### src/rtl/conv_pkg.sv
package conv_pkg;

    typedef enum logic [1:0] {
        PAR_SERIAL = 2'd0,
        PAR_COLUMN = 2'd1,
        PAR_FULL   = 2'd2
    } conv_par_e;

    typedef enum logic {
        ST_IDLE = 1'b0,
        ST_RUN  = 1'b1
    } conv_state_e;

    function automatic int lanes_of(conv_par_e mode, int k);
        case (mode)
            PAR_SERIAL: return 1;
            PAR_COLUMN: return k;
            default:    return k * k;
        endcase
    endfunction

    function automatic int acc_width(int act_w, int w_w, int k);
        return act_w + w_w + $clog2(k * k);
    endfunction

endpackage

### src/rtl/conv_ctrl.sv
module conv_ctrl #(
    parameter int PASSES = 9,
    parameter int CNT_W  = 4
) (
    input  logic             clk,
    input  logic             rst,
    input  logic             in_valid,
    output logic             in_ready,
    output logic             accept,
    output logic [CNT_W-1:0] pass_idx,
    output logic             first,
    output logic             last
);
    import conv_pkg::*;

    localparam logic [CNT_W-1:0] LAST_PASS = CNT_W'(PASSES - 1);

    conv_state_e      state_q;
    logic [CNT_W-1:0] cnt_q;
    logic             running;

    assign running  = (state_q == ST_RUN);
    assign in_ready = (state_q == ST_IDLE);
    assign accept   = in_valid && in_ready;
    assign pass_idx = cnt_q;
    assign first    = running && (cnt_q == '0);
    assign last     = running && (cnt_q == LAST_PASS);

    always_ff @(posedge clk) begin
        if (rst) begin
            state_q <= ST_IDLE;
            cnt_q   <= '0;
        end else begin
            case (state_q)
                ST_IDLE: begin
                    if (accept) begin
                        state_q <= ST_RUN;
                        cnt_q   <= '0;
                    end
                end
                default: begin
                    if (last) begin
                        state_q <= ST_IDLE;
                        cnt_q   <= '0;
                    end else begin
                        cnt_q <= cnt_q + 1'b1;
                    end
                end
            endcase
        end
    end

    // once a window is taken, the block stops accepting until it finishes
    a_r6_ready_drops: assert property (@(posedge clk) disable iff (rst)
        accept |=> !in_ready);

    // the pass index never runs past the final pass
    a_r6_pass_bound: assert property (@(posedge clk) disable iff (rst)
        running |-> (pass_idx <= LAST_PASS));

    // the run always ends by returning to idle after the last pass
    a_r6_ready_back: assert property (@(posedge clk) disable iff (rst)
        last |=> in_ready);

endmodule

### src/rtl/conv_opsel.sv
module conv_opsel #(
    parameter int                   K      = 3,
    parameter int                   ACT_W  = 8,
    parameter int                   W_W    = 8,
    parameter int                   LANES  = 3,
    parameter int                   CNT_W  = 2,
    parameter logic [K*K*W_W-1:0]   MASK   = '0
) (
    input  logic [K*K*ACT_W-1:0]   win,
    input  logic [CNT_W-1:0]       pass_idx,
    output logic [LANES*ACT_W-1:0] x_flat,
    output logic [LANES*W_W-1:0]   w_flat
);
    for (genvar l = 0; l < LANES; l++) begin : g_sel
        always_comb begin
            int idx;
            idx = int'(pass_idx) * LANES + l;
            x_flat[l*ACT_W +: ACT_W] = win[idx*ACT_W +: ACT_W];
            w_flat[l*W_W +: W_W]     = MASK[idx*W_W +: W_W];
        end
    end

endmodule

### src/rtl/conv_lane.sv
module conv_lane #(
    parameter int ACT_W = 8,
    parameter int W_W   = 8
) (
    input  logic [ACT_W-1:0]           x,
    input  logic [W_W-1:0]             w,
    output logic signed [ACT_W+W_W-1:0] prod
);
    localparam int PROD_W = ACT_W + W_W;

    logic signed [ACT_W-1:0] xs;
    logic signed [W_W-1:0]   ws;

    assign xs   = x;
    assign ws   = w;
    assign prod = PROD_W'(xs) * PROD_W'(ws);

endmodule

### src/rtl/conv_post.sv
module conv_post #(
    parameter int ACC_W  = 20,
    parameter int ACT_W  = 8,
    parameter int FRAC_W = 2,
    parameter bit RELU   = 1'b1
) (
    input  logic                    clk,
    input  logic                    rst,
    input  logic                    res_valid,
    input  logic signed [ACC_W-1:0] res_acc,
    output logic                    out_valid,
    output logic [ACT_W-1:0]        out_data
);
    localparam logic signed [ACC_W-1:0] MAXV = ACC_W'((64'sd1 <<< (ACT_W - 1)) - 64'sd1);
    localparam logic signed [ACC_W-1:0] MINV = -MAXV - ACC_W'(1);

    logic signed [ACC_W-1:0] shifted;
    logic signed [ACC_W-1:0] rectified;
    logic [ACT_W-1:0]        clipped;

    always_comb begin
        shifted   = res_acc >>> FRAC_W;
        rectified = (RELU && shifted < 0) ? '0 : shifted;
        if (rectified > MAXV)
            clipped = MAXV[ACT_W-1:0];
        else if (rectified < MINV)
            clipped = MINV[ACT_W-1:0];
        else
            clipped = rectified[ACT_W-1:0];
    end

    always_ff @(posedge clk) begin
        if (rst) begin
            out_valid <= 1'b0;
            out_data  <= '0;
        end else begin
            out_valid <= res_valid;
            if (res_valid)
                out_data <= clipped;
        end
    end

    // a sum beyond the positive range lands on the maximum code
    a_r8_clip_high: assert property (@(posedge clk) disable iff (rst)
        (res_valid && (res_acc >>> FRAC_W) > MAXV) |=> (out_data == MAXV[ACT_W-1:0]));

    // a sum beyond the negative range lands on the minimum code (linear only)
    a_r8_clip_low: assert property (@(posedge clk) disable iff (rst)
        (!RELU && res_valid && (res_acc >>> FRAC_W) < MINV) |=> (out_data == MINV[ACT_W-1:0]));

    // rectified configuration never emits a negative value for a negative sum
    a_r7_relu_zero: assert property (@(posedge clk) disable iff (rst)
        (RELU && res_valid && res_acc < 0) |=> (out_data == '0));

    // the result register only changes with a new result
    a_r10_hold: assert property (@(posedge clk) disable iff (rst)
        !res_valid |=> $stable(out_data));

endmodule

### src/rtl/conv_kernel.sv
module conv_kernel #(
    parameter int                   K      = 3,
    parameter int                   ACT_W  = 8,
    parameter int                   W_W    = 8,
    parameter int                   FRAC_W = 2,
    parameter conv_pkg::conv_par_e  MODE   = conv_pkg::PAR_FULL,
    parameter bit                   RELU   = 1'b1,
    parameter logic [K*K*W_W-1:0]   MASK   = 72'h08FD01040002FF0100
) (
    input  logic                 clk,
    input  logic                 rst,
    input  logic                 in_valid,
    output logic                 in_ready,
    input  logic [K*K*ACT_W-1:0] in_win,
    output logic                 out_valid,
    output logic [ACT_W-1:0]     out_data
);
    import conv_pkg::*;

    localparam int NTAP   = K * K;
    localparam int LANES  = lanes_of(MODE, K);
    localparam int PASSES = NTAP / LANES;
    localparam int PROD_W = ACT_W + W_W;
    localparam int ACC_W  = acc_width(ACT_W, W_W, K);
    localparam int CNT_W  = (PASSES > 1) ? $clog2(PASSES) : 1;

    logic [LANES*ACT_W-1:0]     x_flat;
    logic [LANES*W_W-1:0]       w_flat;
    logic signed [PROD_W-1:0]   prod_a [LANES];
    logic signed [ACC_W-1:0]    lane_sum;
    logic                       res_valid;
    logic signed [ACC_W-1:0]    res_acc;
    logic                       accept;

    initial begin
        if (K < 3) $error("conv_kernel: K must be at least 3 (R1)");
    end

    for (genvar l = 0; l < LANES; l++) begin : g_lane
        conv_lane #(.ACT_W(ACT_W), .W_W(W_W)) u_lane (
            .x    (x_flat[l*ACT_W +: ACT_W]),
            .w    (w_flat[l*W_W +: W_W]),
            .prod (prod_a[l])
        );
    end

    always_comb begin
        lane_sum = '0;
        for (int l = 0; l < LANES; l++)
            lane_sum = lane_sum + ACC_W'(prod_a[l]);
    end

    if (PASSES == 1) begin : g_full
        // every multiplier is bound to one constant coefficient
        assign x_flat    = in_win;
        assign w_flat    = MASK;
        assign in_ready  = 1'b1;
        assign accept    = in_valid;
        assign res_valid = accept;
        assign res_acc   = lane_sum;

        // a result follows every accepted window in the next cycle
        a_r5_next_cycle: assert property (@(posedge clk) disable iff (rst)
            accept |=> out_valid);

        // no strobe without a window in the cycle before
        a_r10_no_spurious: assert property (@(posedge clk) disable iff (rst)
            !accept |=> !out_valid);
    end else begin : g_shared
        logic [NTAP*ACT_W-1:0]   win_q;
        logic [CNT_W-1:0]        pass_idx;
        logic                    first;
        logic                    last;
        logic signed [ACC_W-1:0] acc_q;
        logic signed [ACC_W-1:0] acc_next;
        logic                    chk_busy;
        int                      chk_n;

        conv_ctrl #(.PASSES(PASSES), .CNT_W(CNT_W)) u_ctrl (
            .clk      (clk),
            .rst      (rst),
            .in_valid (in_valid),
            .in_ready (in_ready),
            .accept   (accept),
            .pass_idx (pass_idx),
            .first    (first),
            .last     (last)
        );

        conv_opsel #(
            .K(K), .ACT_W(ACT_W), .W_W(W_W), .LANES(LANES),
            .CNT_W(CNT_W), .MASK(MASK)
        ) u_opsel (
            .win      (win_q),
            .pass_idx (pass_idx),
            .x_flat   (x_flat),
            .w_flat   (w_flat)
        );

        always_ff @(posedge clk) begin
            if (rst)
                win_q <= '0;
            else if (accept)
                win_q <= in_win;
        end

        assign acc_next = (first ? '0 : acc_q) + lane_sum;

        always_ff @(posedge clk) begin
            if (rst)
                acc_q <= '0;
            else
                acc_q <= acc_next;
        end

        assign res_valid = last;
        assign res_acc   = acc_next;

        // latency observer: cycles since acceptance
        always_ff @(posedge clk) begin
            if (rst) begin
                chk_busy <= 1'b0;
                chk_n    <= 0;
            end else if (accept) begin
                chk_busy <= 1'b1;
                chk_n    <= 0;
            end else if (chk_busy) begin
                chk_n <= chk_n + 1;
                if (out_valid)
                    chk_busy <= 1'b0;
            end
        end

        // the strobe arrives exactly PASSES edges after the accepting edge
        a_r4_latency: assert property (@(posedge clk) disable iff (rst)
            out_valid |-> (chk_busy && chk_n == PASSES));

        // the strobe is never skipped
        a_r4_no_drop: assert property (@(posedge clk) disable iff (rst)
            (chk_busy && chk_n == PASSES) |-> out_valid);
    end

    conv_post #(
        .ACC_W(ACC_W), .ACT_W(ACT_W), .FRAC_W(FRAC_W), .RELU(RELU)
    ) u_post (
        .clk       (clk),
        .rst       (rst),
        .res_valid (res_valid),
        .res_acc   (res_acc),
        .out_valid (out_valid),
        .out_data  (out_data)
    );

endmodule

### config.mk
export PLATFORM = sky130hd
export DESIGN_NAME = conv_kernel
export DESIGN_NICKNAME = d
export VERILOG_FILES = /design/src/rtl/conv_pkg.sv /design/src/rtl/conv_ctrl.sv /design/src/rtl/conv_opsel.sv /design/src/rtl/conv_lane.sv /design/src/rtl/conv_post.sv /design/src/rtl/conv_kernel.sv
export SDC_FILE = /design/constraint.sdc
export NUM_CORES = 1
export LEC_CHECK = 0
export BUFFER_PORTS_ARGS = -buffer_cell sky130_fd_sc_hd__clkbuf_2
export CORE_MARGIN = 2
export CORE_UTILIZATION = 30
export DETAILED_ROUTE_END_ITERATION = 7
export HOLD_SLACK_MARGIN = 0.1
export REMOVE_ABC_BUFFERS = 1
export SLEW_MARGIN = 20
export SYNTH_ARGS = -nofsm -noshare
export SYNTH_HDL_FRONTEND = slang
export SYNTH_SLANG_ARGS = --single-unit
export TNS_END_PERCENT = 100
### constraint.sdc
create_clock -name clk -period 8 [get_ports clk]
set_clock_uncertainty 0.1 [all_clocks]
set_input_delay 0.8 -clock clk [delete_from_list [all_inputs] [get_ports clk]]
set_output_delay 0.8 -clock clk [all_outputs]
set_load 0.02 [all_outputs]
==> results of run 1 <==
how the worst max path moves through the flow:
stage,to,from,cells after the start
floorplan,u_post.out_data[5]$_SDFFE_PP0P_,in_win[14],15
global placement,u_post.out_data[6]$_SDFFE_PP0P_,in_win[9],17
detailed placement,u_post.out_data[3]$_SDFFE_PP0P_,in_win[9],17
CTS,u_post.out_data[3]$_SDFFE_PP0P_,in_win[9],17
global route,u_post.out_data[6]$_SDFFE_PP0P_,in_win[15],15
finish,u_post.out_data[3]$_SDFFE_PP0P_,in_win[9],17
area by class of cell:
class | count | area [um^2] | area share
Multi-Input combinational cell | 156 | 2000 | 0.657
Inverter | 93 | 349 | 0.115
Timing Repair Buffer | 67 | 335 | 0.110
Sequential cell | 9 | 180 | 0.0593
Tap cell | 105 | 131 | 0.0432
Clock buffer | 4 | 45.0 | 0.0148
where the power goes:
| group | internal, uW | total (uW) | switching, uW |
|---|---|---|---|
| Sequential | 60.8 | 68.7 | 7.91 |
| Combinational | 482 | 1140 | 660 |
| Clock | 34.6 | 51.4 | 16.8 |
through the flow:
| stage | hold slack [ns] | area [um^2] | total power (uW) |
|---|---|---|---|
| 2_1_floorplan | 0.451 | 2530 | 991 |
| 3_3_place_gp | 0.362 | 2990 | 1200 |
| 3_5_place_dp | 0.371 | 2990 | 1220 |
| 4_1_cts | 0.377 | 3040 | 1290 |
| 5_1_grt | 0.406 | 3040 | 1440 |
| 6_report | 0.377 | 3040 | 1260 |
registers in the layout, indices dropped and copies added (netlist names):
signal,cells
u_post.out_data,8
u_post.out_valid,1
cells in the mapped netlist, drive strengths merged (2+ instances only):
cell type / count
a211o: 3
a211oi: 2
a21o: 2
a21oi: 12
buf: 3
dfxtp: 9
fa: 56
ha: 28
inv: 93
nand2: 8
nor2: 3
nor3b: 2
o211ai: 2
o21a: 3
o21ai: 6
o221a: 7
xnor2: 3
xor2: 4
layer usage:
layer | routed length (um) | GRT usage
met1 | 1900 | 0.134
met2 | 2470 | 0.223
met3 | 258 | 0.0133
met4 | 17 | 0.0107
met5 | 0 | 0
logic make-up (layout without fill, tap and decap cells):
group	after synthesis	in the layout	share of synthesized area
xor gates and xnor gates	7	7	0.0270
DFF	9	9	0.0706
buffers and inverters	96	164	0.146
other	1	1	0.00147
adders and majority gates	84	84	0.577
AOI/OAI and AO/OA	44	44	0.138
and+or+nand+nor	20	20	0.0397
critical path, delay by kind of cell:
| family | cells | cell delay, ns |
|---|---|---|
| adders and majority gates | 6 | 2.62 |
| AOI/OAI and AO/OA | 4 | 0.98 |
| buffers and inverters | 5 | 0.28 |
| and+or+nand+nor | 2 | 0.33 |
==> summary.json, run 1 <==
{
  "tightestPinTransition_ns": 0.557,
  "numClockSinks": 9,
  "commonest_non_fill_non_tap_cells_in_the_layout": "inv_1, clkbuf_2, fa_1",
  "final_critical_path_share_of_the_clock_period": 0.622,
  "setup_repair_after_global_routing_missed_its_margin": "false",
  "post-route-util": 0.370,
  "finalSetupViolCount": 0,
  "worstSkewPairLatency_ns": 0.23,
  "final_net_count": 489,
  "timing.critical_path.cells": "clkbuf_2 -> inv_1 -> fa_1 -> inv_1 -> fa_1 -> inv_1 -> fa_1 -> fa_1 -> inv_1 -> ha_1 -> fa_1 -> a211oi_1 -> o21ai_0 -> nand3_1 -> and3_2 -> o2111ai_4 -> o221a_1",
  "floorplan.rows": 33,
  "finalHoldViolations": 0,
  "worst_hold_path_type": "reg2reg",
  "io_buffers": 67,
  "num_antenna_cells": 0,
  "leakage_power_uw": 0.00168,
  "first_drt_iteration_drcs": 31,
  "cts_tree": "built",
  "post-route-min-period_ns": 4.97,
  "synth.area.top_cells": "fa_1, ha_1, inv_1, dfxtp_1, o221a_1",
  "yosys.area.top_type_share": 0.439,
  "worst-setup-path-type": "in2reg",
  "crit_path_top_delay_cell": "fa_1",
  "clock_tree.htree_level_count": 1,
  "timing.critical_path.mode_cell": "fa_1",
  "ant_nets": 0,
  "top_reg_cell_synth": "dfxtp_1",
  "min_delay_worst_endpoint": "u_post.out_data[7]$_SDFFE_PP0P_",
  "final.setup.worst_slack_ns": 3.03,
  "outcome": "complete, no violations",
  "layout-area-overhead-vs-synth_pct": 19.1,
  "type_of_element_launching_the_critical_path": "input port",
  "max-slew-margin-rel": 0.629,
  "die_w_um": 96.2,
  "dr_total_vias": 1903,
  "cts_max_path_buffers": 2,
  "remaining_drc_errors": 0,
  "die_y_um": 96.2,
  "critPathMaxFanout": 7,
  "cts_inserted_buffers": 3,
  "slew_viol_final": 0,
  "crit-reg2reg-capture": "u_post.out_data[5]$_SDFFE_PP0P_",
  "gr-usage-all-layers": 0.113,
  "flip_flop_and_latch_count_after_synthesis": 9,
  "synth.yosys.seq_area_share": 0.0706,
  "final_layout_size_suffix_gt1_frac": 0.231,
  "routed_wire_length_per_instance_um": 10.7,
  "cts.reportedPaths.clkPinSlew_ns": 0.04,
  "ys_warnings": 0,
  "synth_cell_type_count": 37,
  "post_cts.repair.setup_buffers": 0,
  "synth_edf_count": 0,
  "min_delay_path_depth": 1,
  "place.gp.congestion": 0.781,
  "critPathMaxStageDelay_ns": 0.53,
  "cp.arrival_ns": 4.99,
  "cts_hold_repair.buffers": 0,
  "cts_repair_resize_count": 0,
  "detail_route.first_pass.iterations": 4,
  "grt_antenna_before_repair": 0,
  "critical_path_required_ns": 8.02,
  "dp.cells": 430,
  "core_mm2": 0.00822,
  "total_standard_cell_area_after_synthesis_mm2": 0.00255,
  "finish.cell_count_without_fillers": 434,
  "layout_commonest_cell": "inv_1",
  "synth_cells": 261,
  "preCtsSetupSlack_ns": 2.75,
  "grt_pass1_vias": 2076,
  "rr_startpoint": "u_post.out_data[5]$_SDFFE_PP0P_",
  "power.density_mw_per_mm2": 415,
  "ys_async_sr_fraction": 0,
  "max_freq_mhz": 201,
  "floorplan.io_pins": 85,
  "place.detailed.hpwl_mm": 4.42,
  "grt_pass1_wl_mm": 8.53,
  "number_of_maximum_capacitance_constraint_violations": 0,
  "finalWirelength_mm": 4.64,
  "timing.critical_path.to_type": "flop",
  "grt_start_max_net_pins": 13,
  "clock_tree.root_cell": "clkbuf_8",
  "synth.avg_cell_area_um2": 9.77,
  "worst_hold_startpoint": "u_post.out_data[7]$_SDFFE_PP0P_",
  "globalRoute.totalOverflow": 0,
  "floorplan.initialDensity": 0.310,
  "reg2regPathDepth": 1,
  "floorplan.die_area_mm2": 0.00926,
  "final.fill_count": 825,
  "tns_ns": 0,
  "via_per_inst": 4.38,
  "rrSetupSlack_ns": 7.24,
  "synth.largest_area_cell": "fa_1",
  "irDropWorstVdd_v": 0.000172
}
Note: power is estimated with default switching activity, not from simulation.
==> run 2: changes to the inputs <==
==> constraint.sdc (replaced) <==
create_clock -name clk -period 4.9 [get_ports clk]
set_clock_uncertainty 0.1 [all_clocks]
set_input_delay 0.49 -clock clk [delete_from_list [all_inputs] [get_ports clk]]
set_output_delay 0.49 -clock clk [all_outputs]
set_load 0.02 [all_outputs]
==> summary.json, run 2 (synthesized netlist as in run 1, its figures left out) <==
{
  "outcome": {"value": "complete, no violations", "change": "unchanged"},
  "die_w": {"value": 96.2, "unit": "um", "change": "unchanged"},
  "gr-usage-all-layers": {"value": 0.112, "change": "was 0.113"},
  "worstSetupStartpoint": {"value": "in_win[15]", "change": "was in_win[9]"},
  "min_delay_worst_endpoint": {"value": "u_post.out_data[7]$_SDFFE_PP0P_", "change": "unchanged"},
  "final_layout_size_suffix_gt1_frac": {"value": 0.243, "change": "was 0.231"},
  "ant_nets": {"value": 0, "change": "unchanged"},
  "registers_with_the_most_flip_flops": {"value": "u_post.out_data (8), u_post.out_valid (1)", "change": "unchanged"},
  "regMostFlops": {"value": "u_post.out_data", "change": "unchanged"},
  "floorplan.die_area": {"value": 0.00926, "unit": "mm^2", "change": "unchanged"},
  "first_drt_iteration_drcs": {"value": 39, "change": "was 31"},
  "place.detailed.hpwl": {"value": 4.36, "unit": "mm", "change": "was 4.42 mm"},
  "clock_tree.root_cell": {"value": "clkbuf_8", "change": "unchanged"},
  "slew_viol_final": {"value": 0, "change": "unchanged"},
  "floorplan.initialDensity": {"value": 0.310, "change": "unchanged"},
  "cts_hold_repair.buffers": {"value": 0, "change": "unchanged"},
  "setup_repair_after_global_routing_missed_its_margin": {"value": "false", "change": "unchanged"},
  "grt_pass1_vias": {"value": 2064, "change": "was 2,076"},
  "timing.critical_path.to_type": {"value": "flop", "change": "unchanged"},
  "post_cts.repair.setup_buffers": {"value": 0, "change": "unchanged"},
  "num_antenna_cells": {"value": 0, "change": "unchanged"},
  "critPathMaxStageDelay": {"value": 0.59, "unit": "ns", "change": "was 0.53 ns"},
  "remaining_drc_errors": {"value": 0, "change": "unchanged"},
  "crit-reg2reg-capture": {"value": "u_post.out_data[5]$_SDFFE_PP0P_", "change": "unchanged"},
  "cts_repair_resize_count": {"value": 0, "change": "unchanged"},
  "finalSetupViolCount": {"value": 0, "change": "unchanged"},
  "commonest_non_fill_non_tap_cells_in_the_layout": {"value": "inv_1, clkbuf_2, fa_1", "change": "unchanged"},
  "worst_hold_startpoint": {"value": "u_post.out_data[7]$_SDFFE_PP0P_", "change": "unchanged"},
  "final_cell_area": {"value": 0.00307, "unit": "mm^2", "change": "was 0.00304 mm^2"},
  "dp.cells": {"value": 434, "change": "was 430"},
  "place.gp.congestion": {"value": 0.734, "change": "was 0.781"},
  "irDropWorstVdd": {"value": 0.000417, "unit": "V", "change": "was 0.000172 V"},
  "dr_total_vias": {"value": 1918, "change": "was 1,903"},
  "post-route-util": {"value": 0.374, "change": "was 0.370"},
  "number_of_maximum_capacitance_constraint_violations": {"value": 0, "change": "unchanged"},
  "clock_tree.htree_level_count": {"value": 1, "change": "unchanged"},
  "rrSetupSlack": {"value": 4.13, "unit": "ns", "change": "was 7.24 ns"},
  "core": {"value": 0.00822, "unit": "mm^2", "change": "unchanged"},
  "timing.critical_path.cells": {"value": "clkbuf_2 -> inv_1 -> fa_1 -> inv_1 -> fa_1 -> fa_1 -> inv_1 -> fa_1 -> inv_1 -> ha_1 -> o21a_1 -> nor4_1 -> o21a_1 -> o2111ai_4 -> o221a_1", "change": "was clkbuf_2 -> inv_1 -> fa_1 -> inv_1 -> fa_1 -> inv_1 -> fa_1 -> fa_1 -> inv_1 -> ha_1 -> fa_1 -> a211oi_1 -> o21ai_0 -> nand3_1 -> and3_2 -> o2111ai_4 -> o221a_1"},
  "post-route-min-period_ns": 4.58,
  "critPathMaxFanout": {"value": 7, "change": "unchanged"},
  "final_net_count": {"value": 493, "change": "was 489"},
  "leakage_power": {"value": 0.00170, "unit": "uW", "change": "was 0.00168 uW"},
  "cts_inserted_buffers": {"value": 3, "change": "unchanged"},
  "rr_startpoint": {"value": "u_post.out_data[5]$_SDFFE_PP0P_", "change": "unchanged"},
  "largest_reg_flops": {"value": 8, "change": "unchanged"},
  "grt_start_max_net_pins": {"value": 13, "change": "unchanged"},
  "via_per_inst": {"value": 4.38, "change": "about the same"},
  "routed_wire_length_per_instance": {"value": 10.5, "unit": "um", "change": "was 10.7 um"},
  "globalRoute.totalOverflow": {"value": 0, "change": "unchanged"},
  "floorplan.rows": {"value": 33, "change": "unchanged"},
  "grt_antenna_before_repair": {"value": 0, "change": "unchanged"},
  "layout-area-overhead-vs-synth": {"value": 20.5, "unit": "%", "change": "was 19.1%"},
  "min_delay_path_depth": {"value": 1, "change": "unchanged"},
  "cts_tree": {"value": "built", "change": "unchanged"},
  "worstSkewPairLatency": {"value": 0.23, "unit": "ns", "change": "about the same"},
  "cts_max_path_buffers": {"value": 2, "change": "unchanged"},
  "grt_pass1_wl": {"value": 8.51, "unit": "mm", "change": "was 8.53 mm"},
  "die_y": {"value": 96.2, "unit": "um", "change": "unchanged"},
  "floorplan.io_pins": {"value": 85, "change": "unchanged"},
  "worst_hold_path_type": {"value": "reg2reg", "change": "unchanged"},
  "layout_commonest_cell": {"value": "inv_1", "change": "unchanged"},
  "max_freq_mhz": 218,
  "critical_path_required": {"value": 4.91, "unit": "ns", "change": "was 8.02 ns"},
  "cts.reportedPaths.clkPinSlew": {"value": 0.04, "unit": "ns", "change": "about the same"},
  "finalWirelength": {"value": 4.59, "unit": "mm", "change": "was 4.64 mm"},
  "finalHoldViolations": {"value": 0, "change": "unchanged"},
  "detail_route.first_pass.iterations": {"value": 4, "change": "unchanged"},
  "design_power_total": {"value": 2120, "unit": "uW", "change": "was 1260 uW"},
  "finish.cell_count_without_fillers": {"value": 438, "change": "was 434"},
  "final_critical_path_share_of_the_clock_period": 0.934,
  "crit_path_top_delay_cell": {"value": "fa_1", "change": "unchanged"},
  "detailed_place.area": {"value": 0.00302, "unit": "mm^2", "change": "was 0.00299 mm^2"},
  "cp.arrival": {"value": 4.59, "unit": "ns", "change": "was 4.99 ns"},
  "reg2regPathDepth": {"value": 1, "change": "unchanged"},
  "numClockSinks": {"value": 9, "change": "unchanged"},
  "tns": {"value": 0, "unit": "ns", "change": "unchanged"},
  "type_of_element_launching_the_critical_path": {"value": "input port", "change": "unchanged"},
  "io_buffers": {"value": 67, "change": "unchanged"},
  "worst-setup-path-type": {"value": "in2reg", "change": "unchanged"},
  "power.density": {"value": 691, "unit": "mW/mm^2", "change": "was 415 mW/mm^2"}
}
-- run 2: cell count changes in the layout (fill, tap and decap cells not counted) --
cell      before  now
a211oi_1       2    1
buf_4          0    4
a211oi_2       0    1
-- run 2: stage by stage --
| stage | worst slack, ns | hold slack, ns |
|---|---|---|
| global route | 0.122 | 0.375 |
| global placement | 0.0969 | 0.362 |
| detailed placement | 0.0810 | 0.370 |
| CTS | 0.285 | 0.376 |
| floorplan | 0.335 | 0.451 |
| finish | 0.321 | 0.373 |
-- run 2: layout make-up --
type,instances,area [um^2]
Clock buffer,4,45.0
Timing Repair Buffer,71,365
Tap cell,105,131
Fill cell,829,5140
Inverter,93,349
Sequential cell,9,180
Multi-Input combinational cell,156,2000
-- run 2: report_power, final --
part	internal, uW	switching, uW
Sequential	99.3	13.5
Combinational	838	1090
Clock	56.5	26.6
Total	994	1130
-- run 2: how the worst max path moves through the flow --
stage | to | slack, ns
after floorplan | u_post.out_data[5]$_SDFFE_PP0P_ | 0.34
after global placement | u_post.out_data[6]$_SDFFE_PP0P_ | 0.1
after detailed placement | u_post.out_data[5]$_SDFFE_PP0P_ | 0.08
after CTS | u_post.out_data[5]$_SDFFE_PP0P_ | 0.29
after global routing | u_post.out_data[6]$_SDFFE_PP0P_ | 0.12
final | u_post.out_data[5]$_SDFFE_PP0P_ | 0.32
-- run 2: routing by layer --
layer	global-route usage	part of all wire	up-vias
met5	0	0	-
met4	0.00595	0	0
met3	0.0141	0.059	0
met2	0.208	0.51	53
met1	0.145	0.43	921
li1	-	-	944
-- run 2: critical path, delay by kind of cell --
| family | cells | cell delay [ns] |
|---|---|---|
| adder cells (fa/ha/maj) | 5 | 2.55 |
| AO/OA/AOI/OAI | 4 | 0.90 |
| buffers and inverters | 5 | 0.32 |
| AND/OR/NAND/NOR | 1 | 0.31 |
==> run 3: changes to the inputs <==
--- a/config.mk
+++ b/config.mk
@@ -6,10 +6,12 @@
 export NUM_CORES = 1
 export LEC_CHECK = 0
 export BUFFER_PORTS_ARGS = -buffer_cell sky130_fd_sc_hd__clkbuf_2
+export CORE_ASPECT_RATIO = 1.5
 export CORE_MARGIN = 2
 export CORE_UTILIZATION = 30
 export DETAILED_ROUTE_END_ITERATION = 7
 export HOLD_SLACK_MARGIN = 0.1
+export PLACE_DENSITY_LB_ADDON = 0.05
 export REMOVE_ABC_BUFFERS = 1
 export SLEW_MARGIN = 20
 export SYNTH_ARGS = -nofsm -noshare
==> summary.json, run 3 (synthesized netlist as in run 1, its figures left out) <==
{
  "outcome": {"value": "complete, no violations", "change": "unchanged"},
  "critPathMaxStageDelay": {"value": 0.55, "unit": "ns", "change": "was 0.59 ns"},
  "commonest_non_fill_non_tap_cells_in_the_layout": {"value": "inv_1, clkbuf_2, fa_1", "change": "unchanged"},
  "area_used_by_multi_input_combinational_logic": {"value": 0.00200, "unit": "mm^2", "change": "unchanged"},
  "first_drt_iteration_drcs": {"value": 42, "change": "was 39"},
  "registers_with_the_most_flip_flops": {"value": "u_post.out_data (8), u_post.out_valid (1)", "change": "unchanged"},
  "gr-usage-all-layers": {"value": 0.122, "change": "was 0.112"},
  "final_cell_area": {"value": 0.00313, "unit": "mm^2", "change": "was 0.00307 mm^2"},
  "die_y": {"value": 117, "unit": "um", "change": "was 96.2 um"},
  "cts_max_path_buffers": {"value": 2, "change": "unchanged"},
  "critical_path_required": {"value": 4.92, "unit": "ns", "change": "was 4.91 ns"},
  "final.fill_count": {"value": 871, "change": "was 829"},
  "type_of_element_launching_the_critical_path": {"value": "input port", "change": "unchanged"},
  "ff_latch_area": {"value": 180, "unit": "um^2", "change": "unchanged"},
  "place.detailed.hpwl": {"value": 4.74, "unit": "mm", "change": "was 4.36 mm"},
  "routed_wire_length_per_instance": {"value": 11.2, "unit": "um", "change": "was 10.5 um"},
  "ant_nets": {"value": 0, "change": "unchanged"},
  "finalSetupViolCount": {"value": 0, "change": "unchanged"},
  "largest_reg_flops": {"value": 8, "change": "unchanged"},
  "tns": {"value": 0, "unit": "ns", "change": "unchanged"},
  "finish.cell_count_without_fillers": {"value": 442, "change": "was 438"},
  "grt_pass1_vias": {"value": 2208, "change": "was 2,064"},
  "layout-area-overhead-vs-synth": {"value": 22.5, "unit": "%", "change": "was 20.5%"},
  "core": {"value": 0.00836, "unit": "mm^2", "change": "was 0.00822 mm^2"},
  "number_of_maximum_capacitance_constraint_violations": {"value": 0, "change": "unchanged"},
  "floorplan.rows": {"value": 41, "change": "was 33"},
  "floorplan.initialDensity": {"value": 0.305, "change": "was 0.310"},
  "remaining_drc_errors": {"value": 0, "change": "unchanged"},
  "grt_start_max_net_pins": {"value": 13, "change": "unchanged"},
  "worst-setup-path-type": {"value": "in2reg", "change": "unchanged"},
  "dr_total_vias": {"value": 1926, "change": "was 1,918"},
  "setup_repair_after_global_routing_missed_its_margin": {"value": "false", "change": "unchanged"},
  "irDropWorstVdd": {"value": 0.000252, "unit": "V", "change": "was 0.000417 V"},
  "finalWirelength": {"value": 4.96, "unit": "mm", "change": "was 4.59 mm"},
  "dp.cells": {"value": 438, "change": "was 434"},
  "layout_commonest_cell": {"value": "inv_1", "change": "unchanged"},
  "detailed_place.area": {"value": 0.00304, "unit": "mm^2", "change": "was 0.00302 mm^2"},
  "power.density": {"value": 721, "unit": "mW/mm^2", "change": "was 691 mW/mm^2"},
  "globalRoute.totalOverflow": {"value": 0, "change": "unchanged"},
  "critical-path-top-delay-family": {"value": "adder cells", "change": "unchanged"},
  "post-route-util": {"value": 0.374, "change": "about the same"},
  "crit_path_top_delay_cell": {"value": "fa_1", "change": "unchanged"},
  "die_w": {"value": 79.3, "unit": "um", "change": "was 96.2 um"},
  "final_net_count": {"value": 495, "change": "was 493"},
  "numClockSinks": {"value": 9, "change": "unchanged"},
  "num_antenna_cells": {"value": 0, "change": "unchanged"},
  "cts_hold_repair.buffers": {"value": 0, "change": "unchanged"},
  "regMostFlops": {"value": "u_post.out_data", "change": "unchanged"},
  "cp.arrival": {"value": 4.60, "unit": "ns", "change": "was 4.59 ns"},
  "cts.reportedPaths.clkPinSlew": {"value": 0.04, "unit": "ns", "change": "about the same"},
  "clock_tree.root_cell": {"value": "clkbuf_16", "change": "was clkbuf_8"},
  "grt_pass1_wl": {"value": 9.09, "unit": "mm", "change": "was 8.51 mm"},
  "critical_path.n_buffers_inverters": {"value": 3, "change": "was 5"},
  "final_layout_size_suffix_gt1_frac": {"value": 0.248, "change": "was 0.243"},
  "place.gp.congestion": {"value": 0.766, "change": "was 0.734"},
  "timing.critical_path.cells": {"value": "clkbuf_2 -> fa_1 -> inv_1 -> fa_1 -> inv_1 -> fa_1 -> fa_1 -> ha_1 -> a211o_1 -> a211o_1 -> a32o_1 -> o22ai_2 -> o2111ai_4 -> o221a_1", "change": "was clkbuf_2 -> inv_1 -> fa_1 -> inv_1 -> fa_1 -> fa_1 -> inv_1 -> fa_1 -> inv_1 -> ha_1 -> o21a_1 -> nor4_1 -> o21a_1 -> o2111ai_4 -> o221a_1"},
  "io_buffers": {"value": 67, "change": "unchanged"},
  "floorplan.io_pins": {"value": 85, "change": "unchanged"},
  "via_per_inst": {"value": 4.36, "change": "was 4.38"},
  "slew_viol_final": {"value": 0, "change": "unchanged"},
  "final.hold.worst_slack": {"value": 0.360, "unit": "ns", "change": "was 0.373 ns"},
  "clock_tree.htree_level_count": {"value": 1, "change": "unchanged"},
  "leakage_power": {"value": 0.00172, "unit": "uW", "change": "was 0.00170 uW"},
  "grt_antenna_before_repair": {"value": 0, "change": "unchanged"},
  "detail_route.first_pass.iterations": {"value": 4, "change": "unchanged"},
  "post-route-min-period": {"value": 4.58, "unit": "ns", "change": "about the same"},
  "worstSkewPairLatency": {"value": 0.23, "unit": "ns", "change": "about the same"},
  "cts_inserted_buffers": {"value": 3, "change": "unchanged"},
  "final_critical_path_share_of_the_clock_period": {"value": 0.934, "change": "about the same"},
  "finalHoldViolations": {"value": 0, "change": "unchanged"},
  "floorplan.die_area": {"value": 0.00927, "unit": "mm^2", "change": "was 0.00926 mm^2"},
  "critPathMaxFanout": {"value": 7, "change": "unchanged"},
  "timing.critical_path.mode_cell": "fa_1",
  "cts_tree": {"value": "built", "change": "unchanged"},
  "worst_hold_path_type": {"value": "in2reg", "change": "was reg2reg"},
  "max_freq": {"value": 218, "unit": "MHz", "change": "about the same"},
  "timing.critical_path.to_type": {"value": "flop", "change": "unchanged"}
}
==> run 3: changes by cell type in the layout (fill, tap and decap cells not counted), sizes merged <==
cell | before | now
buf | 4 | 6
==> run 3: final timing paths <==
path,cells after the start,slack (ns),to,from
max reg2reg,1,4.12,u_post.out_data[5]$_SDFFE_PP0P_,u_post.out_data[5]$_SDFFE_PP0P_
min,2,0.36,u_post.out_valid$_SDFF_PP0_,rst
min reg2reg,1,0.38,u_post.out_data[7]$_SDFFE_PP0P_,u_post.out_data[7]$_SDFFE_PP0P_
max,14,0.32,u_post.out_data[3]$_SDFFE_PP0P_,in_win[11]
==> run 3: what timing repair did <==
action	in CTS	in global routing
buffers inserted	0	0
setup endpoints to repair	0	6
hold endpoints to repair	0	0
resized for setup	0	1
==> run 3: layer usage <==
metal | routed length [um] | share of wire | up-vias | GRT usage
li1 | - | - | 949 | -
met1 | 1660 | 0.33 | 947 | 0.111
met2 | 3220 | 0.65 | 30 | 0.288
met3 | 80 | 0.016 | 0 | 0.00460
met4 | 0 | 0 | 0 | 0.0103
met5 | 0 | 0 | - | 0
==> run 3: layout make-up <==
type | count | area share
clock buffers | 4 | 0.0252
inverters | 93 | 0.112
multi-input cells | 156 | 0.641
flip-flops and latches | 9 | 0.0576
well taps | 107 | 0.0428
repair buffers | 73 | 0.122
==> run 3: stage by stage <==
step / setup WS [ns] / total power (uW)
2_1_floorplan: 0.335 / 1620
3_3_place_gp: 0.0352 / 2160
3_5_place_dp: 0.0269 / 2160
4_1_cts: 0.242 / 2310
5_1_grt: 0.0495 / 2580
6_report: 0.321 / 2250
==> run 3: power breakdown <==
group | switching, uW | total [uW] | internal (uW)
clock network | 33.4 | 142 | 109
logic | 1120 | 2000 | 876
registers | 13.9 | 113 | 99.4
total | 1170 | 2250 | 1080
